--- src/rtl/pwm_fault_pkg.sv ---
package pwm_fault_pkg;
  localparam int ADDR_W = 2;
  localparam logic [2:0] MODE_PWM_FAULT = 3'b111;
  localparam int STATUS_BIT = 3;

  typedef enum logic [ADDR_W-1:0] {
    REG_MODE   = 2'd0,
    REG_PERIOD = 2'd1,
    REG_DUTY   = 2'd2,
    REG_FLAG   = 2'd3
  } reg_sel_e;
endpackage

--- src/rtl/pwm_timebase.sv ---
module pwm_timebase #(
  parameter int CNT_W = 8
) (
  input  logic             clk,
  input  logic             rst_n,
  input  logic             tick,
  input  logic [CNT_W-1:0] period,
  output logic [CNT_W-1:0] count,
  output logic             wrap
);
  logic at_end;
  assign at_end = (count >= period);
  assign wrap   = tick && at_end;

  always_ff @(posedge clk or negedge rst_n) begin
    if (!rst_n)    count <= '0;
    else if (wrap) count <= '0;
    else if (tick) count <= count + 1'b1;
  end

  assert_wrap_to_zero_R2: assert property (@(posedge clk) disable iff (!rst_n)
    wrap |=> (count == '0))
    else $error("counter did not wrap");
  assert_step_one_R2: assert property (@(posedge clk) disable iff (!rst_n)
    (tick && !at_end) |=> (count == $past(count) + 1'b1))
    else $error("counter did not step");
  assert_hold_no_tick_R2: assert property (@(posedge clk) disable iff (!rst_n)
    !tick |=> $stable(count))
    else $error("counter moved without tick");
endmodule

--- src/rtl/pwm_compare.sv ---
module pwm_compare #(
  parameter int CNT_W = 8
) (
  input  logic             clk,
  input  logic             rst_n,
  input  logic             wrap,
  input  logic             shadow_wr,
  input  logic [CNT_W-1:0] shadow_in,
  input  logic [CNT_W-1:0] count,
  output logic [CNT_W-1:0] active,
  output logic             level
);
  logic [CNT_W-1:0] shadow;

  always_ff @(posedge clk or negedge rst_n) begin
    if (!rst_n)         shadow <= '0;
    else if (shadow_wr) shadow <= shadow_in;
  end

  always_ff @(posedge clk or negedge rst_n) begin
    if (!rst_n)    active <= '0;
    else if (wrap) active <= shadow;
  end

  assign level = (count < active);

  assert_active_only_at_wrap_R3: assert property (@(posedge clk) disable iff (!rst_n)
    !wrap |=> $stable(active))
    else $error("active duty changed mid-period");
  assert_active_takes_shadow_R3: assert property (@(posedge clk) disable iff (!rst_n)
    wrap |=> (active == $past(shadow)))
    else $error("active duty missed shadow");
endmodule

--- src/rtl/pwm_fault_guard.sv ---
module pwm_fault_guard (
  input  logic clk,
  input  logic rst_n,
  input  logic fault_n,
  input  logic enabled,
  input  logic mode_wr,
  input  logic flag_clr,
  output logic latched,
  output logic flag
);
  logic sync1, sync2, seen, set_evt;

  always_ff @(posedge clk or negedge rst_n) begin
    if (!rst_n) begin
      sync1 <= 1'b1;
      sync2 <= 1'b1;
    end else begin
      sync1 <= fault_n;
      sync2 <= sync1;
    end
  end

  assign seen    = !sync2;
  assign set_evt = enabled && seen && !latched;

  always_ff @(posedge clk or negedge rst_n) begin
    if (!rst_n)                latched <= 1'b0;
    else if (set_evt)          latched <= 1'b1;
    else if (mode_wr && !seen) latched <= 1'b0;
  end

  always_ff @(posedge clk or negedge rst_n) begin
    if (!rst_n)        flag <= 1'b0;
    else if (set_evt)  flag <= 1'b1;
    else if (flag_clr) flag <= 1'b0;
  end

  assert_latch_holds_R9: assert property (@(posedge clk) disable iff (!rst_n)
    (latched && !mode_wr) |=> latched)
    else $error("fault latch released without mode write");
  assert_latch_needs_clear_fault_R9: assert property (@(posedge clk) disable iff (!rst_n)
    (latched && seen) |=> latched)
    else $error("fault latch released while fault present");
  assert_flag_on_fault_R11: assert property (@(posedge clk) disable iff (!rst_n)
    set_evt |=> (flag && latched))
    else $error("fault did not raise flag");
  assert_no_set_when_idle_R12: assert property (@(posedge clk) disable iff (!rst_n)
    (!enabled && !latched) |=> !latched)
    else $error("fault latched outside PWM mode");
endmodule

--- src/rtl/pwm_fault_channel.sv ---
module pwm_fault_channel
  import pwm_fault_pkg::*;
#(
  parameter int CNT_W = 8,
  parameter logic [CNT_W-1:0] PERIOD_RST = '1
) (
  input  logic                clk,
  input  logic                rst_n,
  input  logic                tick,
  input  logic                wr_en,
  input  logic [ADDR_W-1:0]   wr_addr,
  input  logic [CNT_W-1:0]    wr_data,
  input  logic [ADDR_W-1:0]   rd_addr,
  output logic [CNT_W-1:0]    rd_data,
  input  logic                fault_n,
  output logic                pwm_out,
  output logic                pwm_oe,
  output logic                irq
);
  logic [2:0]       mode;
  logic [CNT_W-1:0] period, count, active;
  logic             wrap, level, latched, enabled;
  logic             mode_wr, period_wr, duty_wr, flag_clr;

  assign mode_wr   = wr_en && (wr_addr == REG_MODE);
  assign period_wr = wr_en && (wr_addr == REG_PERIOD);
  assign duty_wr   = wr_en && (wr_addr == REG_DUTY);
  assign flag_clr  = wr_en && (wr_addr == REG_FLAG) && wr_data[0];

  always_ff @(posedge clk or negedge rst_n) begin
    if (!rst_n) begin
      mode   <= '0;
      period <= PERIOD_RST;
    end else begin
      if (mode_wr)   mode   <= wr_data[2:0];
      if (period_wr) period <= wr_data;
    end
  end

  assign enabled = (mode == MODE_PWM_FAULT);

  pwm_timebase #(.CNT_W(CNT_W)) u_tb (
    .clk(clk), .rst_n(rst_n), .tick(tick), .period(period),
    .count(count), .wrap(wrap)
  );

  pwm_compare #(.CNT_W(CNT_W)) u_cmp (
    .clk(clk), .rst_n(rst_n), .wrap(wrap), .shadow_wr(duty_wr),
    .shadow_in(wr_data), .count(count), .active(active), .level(level)
  );

  pwm_fault_guard u_flt (
    .clk(clk), .rst_n(rst_n), .fault_n(fault_n), .enabled(enabled),
    .mode_wr(mode_wr), .flag_clr(flag_clr), .latched(latched), .flag(irq)
  );

  assign pwm_out = enabled && level;
  assign pwm_oe  = enabled && fault_n && !latched;

  always_comb begin
    rd_data = '0;
    case (reg_sel_e'(rd_addr))
      REG_MODE: begin
        rd_data[2:0]       = mode;
        rd_data[STATUS_BIT] = latched;
      end
      REG_PERIOD: rd_data = period;
      REG_DUTY:   rd_data = active;
      REG_FLAG:   rd_data[0] = irq;
      default:    rd_data = '0;
    endcase
  end

  always_comb begin
    if (rst_n && !fault_n)
      assert_fault_hiz_R8: assert (!pwm_oe) else $error("output enabled during fault");
  end

  assert_idle_quiet_R1: assert property (@(posedge clk) disable iff (!rst_n)
    !enabled |-> (!pwm_out && !pwm_oe))
    else $error("output active outside PWM mode");
  assert_zero_duty_low_R4: assert property (@(posedge clk) disable iff (!rst_n)
    (active == '0) |-> !pwm_out)
    else $error("zero duty drove high");
  assert_full_duty_high_R5: assert property (@(posedge clk) disable iff (!rst_n)
    (enabled && active > period && count <= period) |-> pwm_out)
    else $error("over-period duty went low");
endmodule

--- config.mk ---
export PLATFORM = sky130hd
export DESIGN_NAME = pwm_fault_channel
export DESIGN_NICKNAME = d
export VERILOG_FILES = /design/src/rtl/pwm_fault_pkg.sv /design/src/rtl/pwm_timebase.sv /design/src/rtl/pwm_compare.sv /design/src/rtl/pwm_fault_guard.sv /design/src/rtl/pwm_fault_channel.sv
export SDC_FILE = /design/constraint.sdc
export NUM_CORES = 1
export LEC_CHECK = 0
export BUFFER_PORTS_ARGS = -buffer_cell sky130_fd_sc_hd__buf_2
export CAP_MARGIN = 10
export CORE_ASPECT_RATIO = 0.8
export CORE_MARGIN = 2
export CORE_UTILIZATION = 62
export DETAILED_ROUTE_END_ITERATION = 6
export PLACE_DENSITY = 0.94
export SKIP_LAST_GASP = 1
export SYNTH_ARGS = -nofsm -noshare
export SYNTH_HDL_FRONTEND = slang
export SYNTH_HIERARCHICAL = 1
export SYNTH_SLANG_ARGS = --single-unit
--- constraint.sdc ---
create_clock -name clk -period 5.6 [get_ports clk]
set_clock_uncertainty 0.1 [all_clocks]
set_input_delay 0.56 -clock clk [delete_from_list [all_inputs] [get_ports clk]]
set_output_delay 0.56 -clock clk [all_outputs]
set_load 0.05 [all_outputs]
==> flow_metrics.env <==
export IMPL_track_usage_pct=25.1
export IMPL_antenna_diode_count=0
export IMPL_status="finished, final reports clean"
export IMPL_pin_count=28
export IMPL_multiInputGateArea_um2=1090
export IMPL_coreArea_um2=3400
export IMPL_ant_nets=0
export IMPL_fin_crit_sh_pct=47.9
export IMPL_die_w_um=70.5
export IMPL_antenna_found_initial=0
export IMPL_ys_ff_latch=39
export IMPL_grt_max_degree=40
export IMPL_maxCapViolations=0
export IMPL_min_from="u_flt/sync1"
export IMPL_clock_sinks=39
export IMPL_r2r_start="period[6]"
export IMPL_clkSlewWorstSetupHoldPaths_ns=0.08
export IMPL_drive_gt1_share_pct=30.9
export IMPL_r2r_cells=6
export IMPL_ys_types=37
export IMPL_clk_latency_ns=0.29
export IMPL_nets=267
export IMPL_fillers=245
export IMPL_dr_pass1_iters=4
export IMPL_worstReg2RegEnd="u_cmp/active[0]"
export IMPL_hold_viol=0
export IMPL_syn2layout_area_growth_pct=13.6
export IMPL_via_per_inst=5.91
export IMPL_start_util_pct=64.6
export IMPL_critPathKind="flip-flop to primary output"
export IMPL_vdd_ir_drop_max_uv=339
export IMPL_hold_path_class="flip-flop to flip-flop"
export IMPL_power_density_nw_per_um2=466
export IMPL_cpPeakStageDelay_ns=0.46
export IMPL_finalSetupViolations=0
export IMPL_post_cts_resized=0
export IMPL_whs_path_depth=0
export IMPL_required_ns=4.94
export IMPL_grt_pass1_wl_um=7720
export IMPL_worstMarginPinSlew_ns=0.837
export IMPL_clock_root_buffer="clkbuf_8"
export IMPL_seqCellArea_um2=988
export IMPL_cpMaxStageDelayCell="dfrtp_1"
export IMPL_p_leak_nw=1.21
export IMPL_crit_chain="ha_1 -> a211oi_2 -> o21ai_1 -> a41oi_1 -> and2_1 -> buf_2"
export IMPL_rows=19
export IMPL_syn_avg_cell_area_um2=11.0
export IMPL_grt_pass1_vias=1644
export IMPL_seq_area_frac_synth_pct=45.0
export IMPL_rsz0062_at_grt="false"
export IMPL_tritoncts="built"
export IMPL_final_common_cell="dfrtp_1"
export IMPL_cts_buffers_inserted=5
export IMPL_portBuffers=27
export IMPL_min_period_ns=2.68
export IMPL_fmax_mhz=373
export IMPL_crit_path_end_kind="primary output"
export IMPL_htree_levels=2
export IMPL_setup_tns_ns=0
export IMPL_synthesis_area_um2=2190
export IMPL_drtIter0Drc=80
export IMPL_layout_common_cells="dfrtp_1 (29), buf_2 (27), inv_1 (25), ha_1 (21), mux2_2 (20)"
export IMPL_dieArea_um2=4030
export IMPL_vias=1607
export IMPL_syn_nets=238
export IMPL_gp_congestion=0.904
export IMPL_relSlewSlack_pct=44.2
export IMPL_synth_edf_count=0
export IMPL_post_route_util_pct=73.4
export IMPL_postSynthCellCount=200
export IMPL_yosysWarnings=6
export IMPL_dieHeight_um=57.2
export IMPL_cts_setup_buffers=0
export IMPL_synth_ff_type="dfrtp_1"
export IMPL_post_drt_wl_per_cell_um=16.9
export IMPL_dp_hpwl_um=3350
export IMPL_slew_violations=0
export IMPL_drc=0
export IMPL_hold_buffers=0
export IMPL_start_kind="flip-flop"
export IMPL_routed_wl_um=4600
export IMPL_cp_arrival_ns=2.02
export IMPL_grt_overflow=0
export IMPL_holdPathEnd="u_flt/sync2"
export IMPL_ys_async_sr_fraction_pct=100
export IMPL_clock_path_buffers=2
export IMPL_r2r_slack_ns=2.95
export IMPL_cp_max_fo=7
export IMPL_crit_start="u_tb/count[2]"
-- per-stage QoR --
stage                     std cells  total power, mW  hold slack, ns  setup slack, ns  cell area [um^2]
after floorplan                 200            0.763           0.164             3.03              2190
after global placement          264            0.852           0.251             3.10              2360
after detailed placement        264            0.882           0.252             3.03              2360
after CTS                       272             1.17           0.265             2.92              2490
after global routing            272             1.24           0.262             2.82              2490
final                           272             1.16           0.262             2.92              2490
-- metal layers --
metal,vias to the layer above,wire (um),track usage [%]
li1,766,-,-
met5,-,0,0
met3,6,222,6.01
met4,0,47,8.79
met1,788,2070,33.1
met2,47,2260,41.2
-- cell usage after synthesis, drive strengths merged, types with 2 or more instances --
library cell | number | share of area [%]
and2 | 2 | 0.57
nand2b | 2 | 0.57
nor2b | 5 | 1.4
inv | 25 | 4.3
nor3b | 2 | 1.2
xor2 | 3 | 1.2
o21ai | 10 | 2.3
a211o | 2 | 0.80
a222oi | 4 | 1.8
nand2 | 13 | 2.2
buf | 2 | 0.46
nor2 | 9 | 1.5
mux2 | 20 | 10
dfrtp | 29 | 33
a22oi | 4 | 1.4
a21oi | 7 | 2.1
ha | 21 | 12
nand3 | 5 | 1.1
and3 | 3 | 0.86
clkbuf | 3 | 0.51
o21a | 2 | 0.68
a31oi | 3 | 1.1
o22ai | 5 | 1.4
dfstp | 10 | 12
-- worst max path at each step --
stage	end	slack (ns)
2_1_floorplan	rd_data[0]	3.03
3_3_place_gp	u_cmp/active[0]	3.10
3_5_place_dp	u_cmp/active[0]	3.03
4_1_cts	pwm_out	2.92
5_1_grt	u_cmp/active[0]	2.82
6_report	pwm_out	2.92
-- critical path, delay by kind of cell, from the launching register on --
| kind | cells | cell delay (ns) |
|---|---|---|
| buf+inv | 1 | 0.25 |
| fa+ha+maj | 1 | 0.35 |
| simple gates | 1 | 0.15 |
| compound gates | 3 | 0.53 |
| flops | 1 | 0.46 |
-- power breakdown --
group / total, mW / internal (mW) / switching [mW] / leakage, nW
logic: 0.439 / 0.183 / 0.256 / 0.690
registers: 0.450 / 0.370 / 0.0802 / 0.454
clock network: 0.272 / 0.178 / 0.0943 / 0.0654
total: 1.16 / 0.731 / 0.430 / 1.21
-- cell type report --
type | instances | share of cell area, %
Tap cell | 42 | 2.11
Multi-Input combinational cell | 131 | 43.8
Sequential cell | 39 | 39.6
Timing Repair Buffer | 27 | 5.42
Inverter | 25 | 3.76
Clock inverter | 2 | 2.41
Clock buffer | 6 | 2.91
-- registers in the layout (all words and copies together), names as in the netlist --
name,flops
u_flt/flag,1
period,8
mode,3
u_flt/sync2,1
u_flt/sync1,1
u_cmp/active,8
u_tb/count,8
u_flt/latched,1
u_cmp/shadow,8
-- logic make-up (layout without fill, tap and decap cells) --
| group | count (synthesis) | in the layout | share of synthesized area, % |
|---|---|---|---|
| simple gates | 45 | 45 | 11.5 |
| compound gates | 41 | 41 | 14.3 |
| flops | 39 | 39 | 45.0 |
| buf+inv | 30 | 60 | 5.25 |
| fa+ha+maj | 21 | 21 | 12.0 |
| mux | 21 | 21 | 10.7 |
| xor+xnor | 3 | 3 | 1.20 |
(Power assumes the default switching activity.)
